$ cat config.mk
export PLATFORM = sky130hd
export DESIGN_NAME = regswap_unit
export DESIGN_NICKNAME = d
export VERILOG_FILES = /design/src/rtl/regswap_pkg.sv /design/src/rtl/regswap_fsm.sv /design/src/rtl/regswap_bus.sv /design/src/rtl/regswap_reg.sv /design/src/rtl/regswap_unit.sv
export SDC_FILE = /design/constraint.sdc
export NUM_CORES = 1
export LEC_CHECK = 0
export ABC_AREA = 1
export CORE_MARGIN = 1.5
export CORE_UTILIZATION = 46
export DETAILED_ROUTE_END_ITERATION = 8
export PLACE_DENSITY_LB_ADDON = 0.1
export RECOVER_POWER = 100
export REMOVE_ABC_BUFFERS = 1
export SKIP_CTS_REPAIR_TIMING = 1
export SLEW_MARGIN = 20
export SYNTH_ARGS = -nofsm -noshare
export SYNTH_HDL_FRONTEND = slang
export SYNTH_SLANG_ARGS = --single-unit
export TNS_END_PERCENT = 5
$ cat constraint.sdc
create_clock -name clk -period 2 [get_ports clk]
set_clock_uncertainty 0.15 [all_clocks]
set_input_delay 0.2 -clock clk [delete_from_list [all_inputs] [get_ports clk]]
set_output_delay 0.2 -clock clk [all_outputs]
set_load 0.005 [all_outputs]
$ cat src/rtl/regswap_pkg.sv
package regswap_pkg;

   localparam int unsigned NUM_REGS = 3;
   localparam int unsigned IDX_A    = 0;
   localparam int unsigned IDX_B    = 1;
   localparam int unsigned IDX_S    = 2;

   typedef enum logic [1:0] {
      ST_IDLE    = 2'd0,
      ST_SAVE    = 2'd1,
      ST_MOVE    = 2'd2,
      ST_RESTORE = 2'd3
   } swap_state_e;

   typedef logic [NUM_REGS-1:0] reg_sel_t;

   function automatic reg_sel_t sel_of(input int unsigned idx);
      reg_sel_t s;
      s = '0;
      s[idx] = 1'b1;
      return s;
   endfunction

endpackage

$ cat src/rtl/regswap_fsm.sv
module regswap_fsm
   import regswap_pkg::*;
(
   input  logic     clk,
   input  logic     rst_n,
   input  logic     start_i,
   output reg_sel_t drv_en_o,
   output reg_sel_t ld_en_o,
   output logic     done_o
);

   swap_state_e state_q, state_d;

   always_comb begin
      state_d = state_q;
      unique case (state_q)
         ST_IDLE:    if (start_i) state_d = ST_SAVE;
         ST_SAVE:    state_d = ST_MOVE;
         ST_MOVE:    state_d = ST_RESTORE;
         ST_RESTORE: state_d = ST_IDLE;
         default:    state_d = ST_IDLE;
      endcase
   end

   always_ff @(posedge clk or negedge rst_n) begin
      if (!rst_n) state_q <= ST_IDLE;
      else        state_q <= state_d;
   end

   // Moore decode: outputs depend only on the current step
   always_comb begin
      drv_en_o = '0;
      ld_en_o  = '0;
      done_o   = 1'b0;
      unique case (state_q)
         ST_SAVE: begin
            drv_en_o = sel_of(IDX_B);
            ld_en_o  = sel_of(IDX_S);
         end
         ST_MOVE: begin
            drv_en_o = sel_of(IDX_A);
            ld_en_o  = sel_of(IDX_B);
         end
         ST_RESTORE: begin
            drv_en_o = sel_of(IDX_S);
            ld_en_o  = sel_of(IDX_A);
            done_o   = 1'b1;
         end
         default: ;
      endcase
   end

endmodule

$ cat src/rtl/regswap_bus.sv
module regswap_bus #(
   parameter int unsigned DATA_W = 8,
   parameter int unsigned SRCS   = 3
) (
   input  logic [SRCS-1:0]             drv_en_i,
   input  logic [SRCS-1:0][DATA_W-1:0] src_i,
   output logic [DATA_W-1:0]           bus_o
);

   // AND-OR model of a shared tri-state bus; idle bus reads as zero
   always_comb begin
      bus_o = '0;
      for (int k = 0; k < SRCS; k++) begin
         bus_o = bus_o | (src_i[k] & {DATA_W{drv_en_i[k]}});
      end
   end

endmodule

$ cat src/rtl/regswap_reg.sv
module regswap_reg #(
   parameter int unsigned DATA_W = 8
) (
   input  logic              clk,
   input  logic              rst_n,
   input  logic              bus_ld_i,
   input  logic [DATA_W-1:0] bus_i,
   input  logic              wr_en_i,
   input  logic [DATA_W-1:0] wr_data_i,
   output logic [DATA_W-1:0] q_o
);

   always_ff @(posedge clk or negedge rst_n) begin
      if (!rst_n)        q_o <= '0;
      else if (bus_ld_i) q_o <= bus_i;
      else if (wr_en_i)  q_o <= wr_data_i;
   end

endmodule

$ cat src/rtl/regswap_unit.sv
module regswap_unit
   import regswap_pkg::*;
#(
   parameter int unsigned DATA_W = 8
) (
   input  logic              clk,
   input  logic              rst_n,
   input  logic              start_i,
   input  logic [2:0]        wr_en_i,
   input  logic [DATA_W-1:0] wr_data_i,
   output logic [2:0]        drv_en_o,
   output logic [2:0]        ld_en_o,
   output logic              done_o,
   output logic [DATA_W-1:0] bus_o,
   output logic [DATA_W-1:0] reg_a_o,
   output logic [DATA_W-1:0] reg_b_o,
   output logic [DATA_W-1:0] reg_s_o
);

   generate
      if (DATA_W < 1) begin : g_bad_width
         $error("regswap_unit: DATA_W must be at least 1");
      end
   endgenerate

   reg_sel_t                           drv_en;
   reg_sel_t                           ld_en;
   logic [NUM_REGS-1:0][DATA_W-1:0]    regs_q;
   logic [DATA_W-1:0]                  bus;

   regswap_fsm u_fsm (
      .clk      (clk),
      .rst_n    (rst_n),
      .start_i  (start_i),
      .drv_en_o (drv_en),
      .ld_en_o  (ld_en),
      .done_o   (done_o)
   );

   regswap_bus #(.DATA_W(DATA_W), .SRCS(NUM_REGS)) u_bus (
      .drv_en_i (drv_en),
      .src_i    (regs_q),
      .bus_o    (bus)
   );

   generate
      for (genvar k = 0; k < NUM_REGS; k++) begin : g_reg
         regswap_reg #(.DATA_W(DATA_W)) u_reg (
            .clk       (clk),
            .rst_n     (rst_n),
            .bus_ld_i  (ld_en[k]),
            .bus_i     (bus),
            .wr_en_i   (wr_en_i[k]),
            .wr_data_i (wr_data_i),
            .q_o       (regs_q[k])
         );
      end
   endgenerate

   assign drv_en_o = drv_en;
   assign ld_en_o  = ld_en;
   assign bus_o    = bus;
   assign reg_a_o  = regs_q[IDX_A];
   assign reg_b_o  = regs_q[IDX_B];
   assign reg_s_o  = regs_q[IDX_S];

endmodule

==> impl_metrics.py, run 1 <==
metrics = {
    "global_route": {
        "global_route_met1_usage": 0.294,
        "grt_most_used_layer": "met2",
        "grt.total_usage": 0.223,
        "first_global_vias": 1561,
        "grt_max_degree": 27,
        "grt_first_pass_wirelength_mm": 7.20,
        "met2_usage": 0.382,
        "grt.met3_usage": 0.0268,
        "antenna_violations_before_repair": 0,
        "overflow": 0,
    },
    "synth": {
        "syn_inst_count": 236,
        "syn_avg_cell_area_um2": 7.14,
        "post_synth_instance_area_mm2": 0.00169,
        "synth_seq_cells": 26,
        "ys.warnings.count": 0,
        "netlist-cell-type-count": 15,
        "synth.yosys.seq_area_share": 0.386,
    },
    "pwr": {
        "vdd.ir_drop.worst_v": 0.000836,
        "fin_total_pwr_w": 0.00370,
        "power.static_leakage_nw": 1.42,
        "p_per_area_mw_per_mm2": 1540,
    },
    "critical_path": {
        "worstPathMaxFanout": 12,
        "startpoint_type": "flip-flop",
        "critical_path_buf_inv_count": 2,
        "worstSetupPathType": "reg -> out",
        "crit_path_cell_trace": "ha_2 > buf_8 > clkdlybuf4s50_1",
        "critPathRequiredTime_ps": 1650,
        "slowest_stage": "sky130_fd_sc_hd__clkdlybuf4s50_1",
        "critical_path.top_delay_family": "buffers and inverters",
        "timing.critical_path.to_type": "output port",
        "largest_stage_delay_on_the_critical_path_ps": 510,
        "cp.arrival_ps": 1630,
    },
    "clock_network": {
        "tritoncts.num_buffers": 3,
        "cts-root-buf": "sky130_fd_sc_hd__clkbuf_4",
        "cts_tree": "yes",
        "post_cts_clock_slew_at_the_launch_and_capture_registers_of_the_worst_setup_and_hold_paths_ps": 140,
        "clk_path_buf_depth": 2,
        "cts_sinks": 26,
        "worst_skew_pair.late_latency_ps": 320,
        "cts-htree-levels": 1,
    },
    "placement": {
        "gpl.final_weighted_congestion": 0.788,
        "io_buffers": 52,
        "dp.cells": 332,
        "detailedPlacementHpwl_mm": 2.92,
        "dpl_cell_area_mm2": 0.00223,
    },
    "drt": {
        "drt-vias-per-instance": 4.90,
        "drt_drc_violations_left": 0,
        "detail_route.iter0.violations": 89,
        "iteration_count_of_the_initial_detailed_routing_pass": 4,
        "drtAntennaViolNets": 0,
        "detailroute.via_count": 1677,
        "drt_wl_cell_um": 12.7,
        "drt_wl_total_mm": 4.34,
    },
    "timing": {
        "unrepaired_setup_endpoints_after_global_routing": "yes",
        "min_period_over_period": 0.992,
        "finalCriticalPeriod_ps": 1980,
        "timing_max_transition_violations_final": 0,
        "maxSlewHeadroom": 0.554,
        "fin_setup_tns_ps": 0,
        "achievable-frequency_mhz": 504,
        "hold_violations": 0,
        "worst-slew-pin-transition_ps": 670,
        "finalSetupViolations": 0,
    },
    "floorplan": {
        "fp-row-count": 21,
        "die_x_um": 63.5,
        "floorplan.initialDensity": 0.493,
        "placeableCoreArea_mm2": 0.00342,
        "design.die.area_mm2": 0.00404,
        "io-pin-count": 53,
        "fp.dieH_um": 63.5,
    },
    "run": {
        "timing.max_cap.violations": 0,
    },
    "final_layout": {
        "layout.cells.non_filler": 342,
        "layout_commonest_cell": "sky130_fd_sc_hd__nand2_1",
        "layout_common_cells": "sky130_fd_sc_hd__nand2_1 (116), sky130_fd_sc_hd__clkdlybuf4s50_1 (39), sky130_fd_sc_hd__nand3_1 (30)",
        "postLayoutCoreUtil": 0.703,
        "fraction_of_final_layout_cells_sized_beyond_drive_strength_1": 0.139,
        "diodes": 0,
        "areaGrowthSynthToFinish_pct": 42.5,
        "layout_fillers": 295,
        "layout.nets": 317,
        "final_cell_area_mm2": 0.00240,
    },
    "run_status": {
        "status": "complete, no violations",
    },
    "min_path": {
        "worst_min_delay_path_category": "in -> async",
    },
}
## cells in the mapped netlist
library cell              instances  area share
sky130_fd_sc_hd__buf_8            1      0.0089
sky130_fd_sc_hd__nand3_1         30       0.089
sky130_fd_sc_hd__nor2_4           3       0.020
sky130_fd_sc_hd__nand3_4          2       0.021
sky130_fd_sc_hd__inv_1           30       0.067
sky130_fd_sc_hd__nand2_2          2      0.0074
sky130_fd_sc_hd__ha_1             5       0.037
sky130_fd_sc_hd__nand2_1        117        0.26
sky130_fd_sc_hd__buf_12           1       0.012
sky130_fd_sc_hd__buf_6            4       0.027
sky130_fd_sc_hd__o21ai_0          3      0.0089
sky130_fd_sc_hd__buf_4            6       0.027
sky130_fd_sc_hd__nand2_4          3       0.020
sky130_fd_sc_hd__dfrtp_1         26        0.39
sky130_fd_sc_hd__buf_2            3      0.0089
## final timing paths
| path | endpoint | slack, ps | from | cells past startpoint |
|---|---|---|---|---|
| worst min register to register | g_reg[2].u_reg.q_o[1] | 440 | g_reg[2].u_reg.q_o[1] | 4 |
| worst min-delay path | g_reg[0].u_reg.q_o[5] | 270 | rst_n | 2 |
| worst max register to register | g_reg[2].u_reg.q_o[0] | 200 | u_fsm.state_q[0] | 9 |
| worst max-delay path | drv_en_o[2] | 20 | u_fsm.state_q[1] | 3 |
| max in group asynchronous | u_fsm.state_q[0] | 960 | rst_n | 2 |
| min in group clk | u_fsm.state_q[1] | 410 | start_i | 5 |
## sequential cells by signal, summed over array words and instances, names as in the netlist
name and cells:
g.u_reg.q_o 24, u_fsm.state_q 2
## report_power, final
| group | total (W) | internal (W) | leakage (nW) | switching (W) |
|---|---|---|---|---|
| logic | 0.00246 | 0.00135 | 1.09 | 0.00111 |
| registers | 0.00102 | 0.000781 | 0.322 | 0.000236 |
| clock network | 0.000226 | 0.0000707 | 0.0138 | 0.000155 |
## through the flow
stage                     hold slack [ps]  worst slack [ps]
after floorplan                      -246               163
after global placement                408              78.6
after detailed placement              415              25.9
after CTS                            92.8              -349
after global routing                  344             -58.2
final                                 270              16.6
## per-layer routing
metal / routed length, um / vias up
li1: - / 831
met1: 1820 / 762
met2: 2100 / 80
met3: 378 / 4
met4: 39 / 0
met5: 0 / -
## cells by family (layout without fill, tap and decap cells)
| kind of cell | Yosys count | in the layout | share of synthesized area |
|---|---|---|---|
| and+or+nand+nor | 157 | 157 | 0.418 |
| adders and majority gates | 5 | 5 | 0.0371 |
| buffers and inverters | 45 | 105 | 0.150 |
| DFF | 26 | 26 | 0.386 |
| AOI/OAI and AO/OA | 3 | 3 | 0.00891 |
## cell type report
class	count	area, um^2	share of cell area
clock buffers	3	22.5	0.00938
flip-flops and latches	26	653	0.272
repair buffers	72	743	0.310
inverters	30	113	0.0469
multi-input cells	165	812	0.338
well taps	46	57.6	0.0240
(Power assumes the default switching activity.)
==> inputs of run 2 (changes only) <==
--- a/config.mk
+++ b/config.mk
@@ -7,7 +7,7 @@
 export LEC_CHECK = 0
 export ABC_AREA = 1
 export CORE_MARGIN = 1.5
-export CORE_UTILIZATION = 46
+export CORE_UTILIZATION = 50
 export DETAILED_ROUTE_END_ITERATION = 8
 export PLACE_DENSITY_LB_ADDON = 0.1
 export RECOVER_POWER = 100
==> constraint.sdc (replaced) <==
create_clock -name clk -period 2.3 [get_ports clk]
set_clock_uncertainty 0.15 [all_clocks]
set_input_delay 0.23 -clock clk [delete_from_list [all_inputs] [get_ports clk]]
set_output_delay 0.23 -clock clk [all_outputs]
set_load 0.005 [all_outputs]
==> run 2 against run 1 <==
Net effect:
- non-clock buffer count shrank 5
- flip-flop and latch count unchanged
- routed wire length up 1.2%
- first-iteration DRC count rose by 22%
- sequential power shrank 15%
- die area decreased by 7.6%
- worst hold slack improved by 170 ps
- largest power group unchanged
- via count shrank 1.5%
==> impl_metrics.py, run 2 (synthesized netlist as in run 1, its figures left out) <==
metrics = {
    "timing": {
        "finalSetupViolations": 0,
        "min_period_over_period": 0.960,
        "worst-slew-pin-transition_ps": 1460,
        "maxSlewHeadroom": 0.0285,
        "finalCriticalPeriod_ps": 2210,
        "timing_max_transition_violations_final": 0,
        "hold_violations": 0,
        "unrepaired_setup_endpoints_after_global_routing": "no",
        "timing.final.ws_setup_ps": 92.9,
        "achievable-frequency_mhz": 453,
    },
    "final_layout": {
        "leading_registers_by_flop_count": "g.u_reg.q_o: 24 flops, u_fsm.state_q: 2 flops",
        "areaGrowthSynthToFinish_pct": 36.4,
        "layout_fillers": 262,
        "diodes": 0,
        "layout_commonest_cell": "sky130_fd_sc_hd__nand2_1",
        "final_cell_area_mm2": 0.00230,
        "top_register": "g.u_reg.q_o",
        "fraction_of_final_layout_cells_sized_beyond_drive_strength_1": 0.103,
        "layout.nets": 312,
        "layout_common_cells": "sky130_fd_sc_hd__nand2_1 (117), sky130_fd_sc_hd__dlygate4sd3_1 (30), sky130_fd_sc_hd__nand3_1 (28), sky130_fd_sc_hd__inv_1 (28), sky130_fd_sc_hd__dfrtp_1 (26)",
        "largest_reg_flops": 24,
        "postLayoutCoreUtil": 0.735,
    },
    "clock_network": {
        "cts-root-buf": "sky130_fd_sc_hd__clkbuf_4",
        "cts-htree-levels": 1,
        "cts_tree": "yes",
        "clk_path_buf_depth": 2,
        "post_cts_clock_slew_at_the_launch_and_capture_registers_of_the_worst_setup_and_hold_paths_ps": 140,
        "cts_sinks": 26,
        "tritoncts.num_buffers": 3,
        "worst_skew_pair.late_latency_ps": 330,
    },
    "drt": {
        "drt_drc_violations_left": 0,
        "drt_wl_cell_um": 13.1,
        "drt-vias-per-instance": 4.92,
        "iteration_count_of_the_initial_detailed_routing_pass": 4,
        "drt_wl_total_mm": 4.39,
        "detail_route.iter0.violations": 109,
        "drtAntennaViolNets": 0,
        "detailroute.via_count": 1652,
    },
    "min_path": {
        "hold-path-endpoint": "g_reg[1].u_reg.q_o[3]",
        "holdCritStartpoint": "g_reg[1].u_reg.q_o[3]",
        "worst_min_delay_path_category": "reg -> reg",
        "whs_path_depth": 4,
    },
    "placement": {
        "dpl_cell_area_mm2": 0.00217,
        "detailedPlacementHpwl_mm": 2.82,
        "io_buffers": 52,
        "gpl.final_weighted_congestion": 0.841,
        "dp_worst_setup_slack_ps": 265,
    },
    "global_route": {
        "overflow": 0,
        "grt_first_pass_wirelength_mm": 6.56,
        "grt_max_degree": 27,
        "grt.total_usage": 0.236,
        "antenna_violations_before_repair": 0,
        "first_global_vias": 1424,
    },
    "critical_path": {
        "worstSetupPathType": "reg -> out",
        "slowest_stage": "sky130_fd_sc_hd__dlygate4sd3_1",
        "critical_path_buf_inv_count": 3,
        "worstPathMaxFanout": 7,
        "largest_stage_delay_on_the_critical_path_ps": 590,
        "r2r-start": "u_fsm.state_q[0]",
        "crit_path_cell_trace": "buf_4 > ha_4 > clkbuf_2 > dlygate4sd3_1",
        "startpoint_type": "flip-flop",
        "regToRegSetupSlack_ps": 260,
        "r2r.worst_path.cells": 9,
        "rr_endpoint": "g_reg[2].u_reg.q_o[0]",
        "timing.critical_path.to_type": "output port",
        "critical_path.top_delay_family": "buffers and inverters",
        "critPathRequiredTime_ps": 1920,
        "cp.arrival_ps": 1830,
    },
    "floorplan": {
        "placeableCoreArea_mm2": 0.00313,
        "floorplan.initialDensity": 0.539,
        "fp-row-count": 20,
        "die_x_um": 61.1,
        "io-pin-count": 53,
        "fp.dieH_um": 61.1,
        "design.die.area_mm2": 0.00373,
    },
    "run_status": {
        "status": "complete, no violations",
    },
    "pwr": {
        "vdd.ir_drop.worst_v": 0.000831,
        "p_per_area_mw_per_mm2": 1300,
        "power.static_leakage_nw": 1.33,
    },
    "run": {
        "timing.max_cap.violations": 0,
    },
}
==> run 2: changes by cell type in the layout (fill, tap and decap cells not counted), moves of 3 or more <==
cell	before	now
sky130_fd_sc_hd__buf_4	14	4
sky130_fd_sc_hd__clkbuf_1	0	3
sky130_fd_sc_hd__clkdlybuf4s50_1	39	15
sky130_fd_sc_hd__dlygate4sd3_1	1	30
sky130_fd_sc_hd__dlymetal6s2s_1	12	5
==> run 2: worst register-to-register path, stage by stage (launching register included) <==
cell                       delay, ps
sky130_fd_sc_hd__dfrtp_1         440
sky130_fd_sc_hd__buf_4           160
sky130_fd_sc_hd__ha_4            170
sky130_fd_sc_hd__clkbuf_2        180
sky130_fd_sc_hd__clkbuf_4        170
sky130_fd_sc_hd__nor2_1          460
sky130_fd_sc_hd__nand2_1         100
sky130_fd_sc_hd__nand2_1          90
sky130_fd_sc_hd__inv_1            40
sky130_fd_sc_hd__nand2_1          40
==> run 2: metal layers <==
layer	vias up	global-route usage	wire length, um
met5	-	0	0
met4	0	0.0590	21
met3	2	0.0462	375
met2	73	0.384	2090
met1	759	0.324	1900
li1	818	-	-
==> run 2: layout make-up <==
type	count	area (um^2)	area share
multi-input combinational	165	802	0.349
sequential	26	651	0.283
timing repair buffer	67	642	0.279
inverter	30	113	0.0490
tap	44	55.1	0.0240
clock buffer	4	36.3	0.0158
==> run 2: metrics by stage <==
step / TNS, ps / instances / total power [W] / hold slack (ps)
floorplan: 0 / 221 / 0.00169 / -216
global placement: 0 / 324 / 0.00269 / 410
detailed placement: 0 / 324 / 0.00270 / 416
CTS: -574 / 328 / 0.00295 / 118
global route: 0 / 336 / 0.00324 / 452
finish: 0 / 336 / 0.00299 / 445
==> run 2: worst max-delay path by stage <==
| stage | cells past startpoint | startpoint | end |
|---|---|---|---|
| after detailed placement | 6 | u_fsm.state_q[0] | bus_o[7] |
| after global routing | 6 | u_fsm.state_q[0] | bus_o[6] |
| after CTS | 6 | u_fsm.state_q[0] | bus_o[7] |
| after floorplan | 7 | u_fsm.state_q[1] | g_reg[2].u_reg.q_o[0] |
| after global placement | 6 | u_fsm.state_q[0] | bus_o[4] |
| final | 4 | u_fsm.state_q[1] | drv_en_o[0] |
==> run 2: power breakdown <==
part	internal, W	switching [W]
Combinational	0.000934	0.000946
Clock	0.0000969	0.000143
Sequential	0.000676	0.000194
==> inputs of run 3 (changes only) <==
--- a/config.mk
+++ b/config.mk
@@ -7,7 +7,7 @@
 export LEC_CHECK = 0
 export ABC_AREA = 1
 export CORE_MARGIN = 1.5
-export CORE_UTILIZATION = 50
+export CORE_UTILIZATION = 48
 export DETAILED_ROUTE_END_ITERATION = 8
 export PLACE_DENSITY_LB_ADDON = 0.1
 export RECOVER_POWER = 100
==> run 3 against run 2 <==
Net effect:
- count of clock-buffer cells in the layout decreased by 1
- die area increased by 4.0%
- flip-flop and latch count unchanged
- register-to-register slack improved by 360 ps
- sequential share of layout area decreased by 0.51 points
- critical endpoint is now bus_o[5]
- largest power group unchanged
==> impl_metrics.py, run 3 (synthesized netlist as in run 1, its figures left out) <==
metrics = {
    "run_status": {
        "status": "complete, no violations",
    },
    "final_layout": {
        "layout.nets": 304,
        "largest_reg_flops": 24,
        "fraction_of_final_layout_cells_sized_beyond_drive_strength_1": 0.113,
        "layout_fillers": 318,
        "layout_common_cells": "sky130_fd_sc_hd__nand2_1 (116), sky130_fd_sc_hd__clkdlybuf4s50_1 (45), sky130_fd_sc_hd__inv_1 (28)",
        "layout.cells.non_filler": 330,
        "diodes": 0,
        "areaGrowthSynthToFinish_pct": 39.1,
        "layout_commonest_cell": "sky130_fd_sc_hd__nand2_1",
        "top_register": "g.u_reg.q_o",
        "leading_registers_by_flop_count": "g.u_reg.q_o: 24 flops, u_fsm.state_q: 2 flops",
    },
    "critical_path": {
        "cp.arrival_ps": 1910,
        "r2r.worst_path.cells": 8,
        "critical_path_depth": 6,
        "crit_start": "u_fsm.state_q[0]",
        "r2r-start": "u_fsm.state_q[0]",
        "critical_path.top_delay_family": "buffers and inverters",
        "critPathRequiredTime_ps": 1920,
        "crit_path_cell_trace": "buf_4 > ha_4 > buf_12 > nand2_1 > nand3_2 > clkdlybuf4s50_1",
        "critical_path.endpoint": "bus_o[5]",
        "rr_endpoint": "g_reg[2].u_reg.q_o[0]",
        "startpoint_type": "flip-flop",
        "regToRegSetupSlack_ps": 620,
        "slowest_stage": "sky130_fd_sc_hd__clkdlybuf4s50_1",
        "largest_stage_delay_on_the_critical_path_ps": 500,
        "worstPathMaxFanout": 10,
        "critical_path_buf_inv_count": 3,
        "worstSetupPathType": "reg -> out",
        "timing.critical_path.to_type": "output port",
    },
    "drt": {
        "drt_drc_violations_left": 0,
        "drt-vias-per-instance": 4.94,
        "iteration_count_of_the_initial_detailed_routing_pass": 4,
        "drt_wl_total_mm": 4.46,
        "drtAntennaViolNets": 0,
        "detailroute.via_count": 1631,
        "drt_wl_cell_um": 13.5,
        "detail_route.iter0.violations": 88,
    },
    "timing": {
        "achievable-frequency_mhz": 437,
        "unrepaired_setup_endpoints_after_global_routing": "yes",
        "worst-slew-pin-transition_ps": 1430,
        "maxSlewHeadroom": 0.0462,
        "timing_max_transition_violations_final": 0,
        "timing.final.ws_setup_ps": 14.1,
        "min_period_over_period": 0.994,
        "finalCriticalPeriod_ps": 2290,
        "hold-worst-slack_ps": 430,
        "finalSetupViolations": 0,
        "hold_violations": 0,
    },
    "placement": {
        "dp_worst_setup_slack_ps": 243,
        "dp.cells": 323,
        "io_buffers": 52,
        "gpl.final_weighted_congestion": 0.772,
        "detailedPlacementHpwl_mm": 2.80,
    },
    "global_route": {
        "first_global_vias": 1491,
        "antenna_violations_before_repair": 0,
        "overflow": 0,
        "grt.total_usage": 0.222,
        "grt_first_pass_wirelength_mm": 6.92,
        "grt_max_degree": 27,
    },
    "clock_network": {
        "cts_tree": "yes",
        "cts_sinks": 26,
        "clk_path_buf_depth": 2,
        "cts-htree-levels": 1,
        "cts-root-buf": "sky130_fd_sc_hd__clkbuf_4",
        "tritoncts.num_buffers": 3,
        "post_cts_clock_slew_at_the_launch_and_capture_registers_of_the_worst_setup_and_hold_paths_ps": 140,
        "worst_skew_pair.late_latency_ps": 340,
    },
    "floorplan": {
        "die_x_um": 62.3,
        "fp-row-count": 21,
        "floorplan.initialDensity": 0.501,
        "io-pin-count": 53,
        "design.die.area_mm2": 0.00388,
        "placeableCoreArea_mm2": 0.00336,
        "fp.dieH_um": 62.3,
    },
    "run": {
        "timing.max_cap.violations": 0,
    },
    "pwr": {
        "vdd.ir_drop.worst_v": 0.000887,
        "power.static_leakage_nw": 1.32,
        "p_per_area_mw_per_mm2": 1380,
    },
    "min_path": {
        "worst_min_delay_path_category": "in -> reg",
    },
}
-- run 3: routing by layer --
| layer | wire length [um] | GRT usage | part of all wire |
|---|---|---|---|
| met3 | 270 | 0.0199 | 0.060 |
| met2 | 2180 | 0.395 | 0.49 |
| met4 | 70 | 0.0778 | 0.016 |
| met5 | 0 | 0 | 0 |
| met1 | 1950 | 0.284 | 0.44 |
-- run 3: final cells by class --
class                           count  area (um^2)  share of cell area
Sequential cell                    26          652               0.278
Inverter                           30          113              0.0480
Multi-Input combinational cell    165          840               0.358
Tap cell                           46         57.6              0.0245
Clock inverter                      1         30.0              0.0128
Clock buffer                        3         22.5             0.00961
Timing Repair Buffer               59          631               0.269
-- run 3: worst min path at each step --
stage,slack (ps),startpoint,endpoint,cells after the start
6_report,430,start_i,u_fsm.state_q[1],5
5_1_grt,460,wr_data_i[1],g_reg[2].u_reg.q_o[1],5
4_1_cts,100,rst_n,g_reg[2].u_reg.q_o[1],2
3_5_place_dp,420,g_reg[2].u_reg.q_o[1],g_reg[2].u_reg.q_o[1],4
3_3_place_gp,410,g_reg[0].u_reg.q_o[3],g_reg[0].u_reg.q_o[3],4
2_1_floorplan,-220,rst_n,g_reg[0].u_reg.q_o[0],0
-- run 3: where the power goes --
| part | switching, W | internal (W) |
|---|---|---|
| Combinational | 0.000968 | 0.00105 |
| Clock | 0.000147 | 0.000176 |
| Sequential | 0.000205 | 0.000677 |
-- run 3: worst reg2reg max path: cells and delay by family (launching register included) --
kind	cells	cell delay (ps)
adder cells (fa/ha/maj)	1	170
flip-flops	1	460
AND/OR/NAND/NOR	3	230
buffers and inverters	4	610
-- run 3: through the flow --
step	utilization	total power [W]	setup TNS, ps	instance area, um^2
floorplan	-	0.00169	0	1550
global placement	0.648	0.00271	0	2180
detailed placement	0.648	0.00274	0	2180
CTS	0.663	0.00307	-1020	2230
global route	0.697	0.00347	-129	2340
finish	0.697	0.00323	0	2340
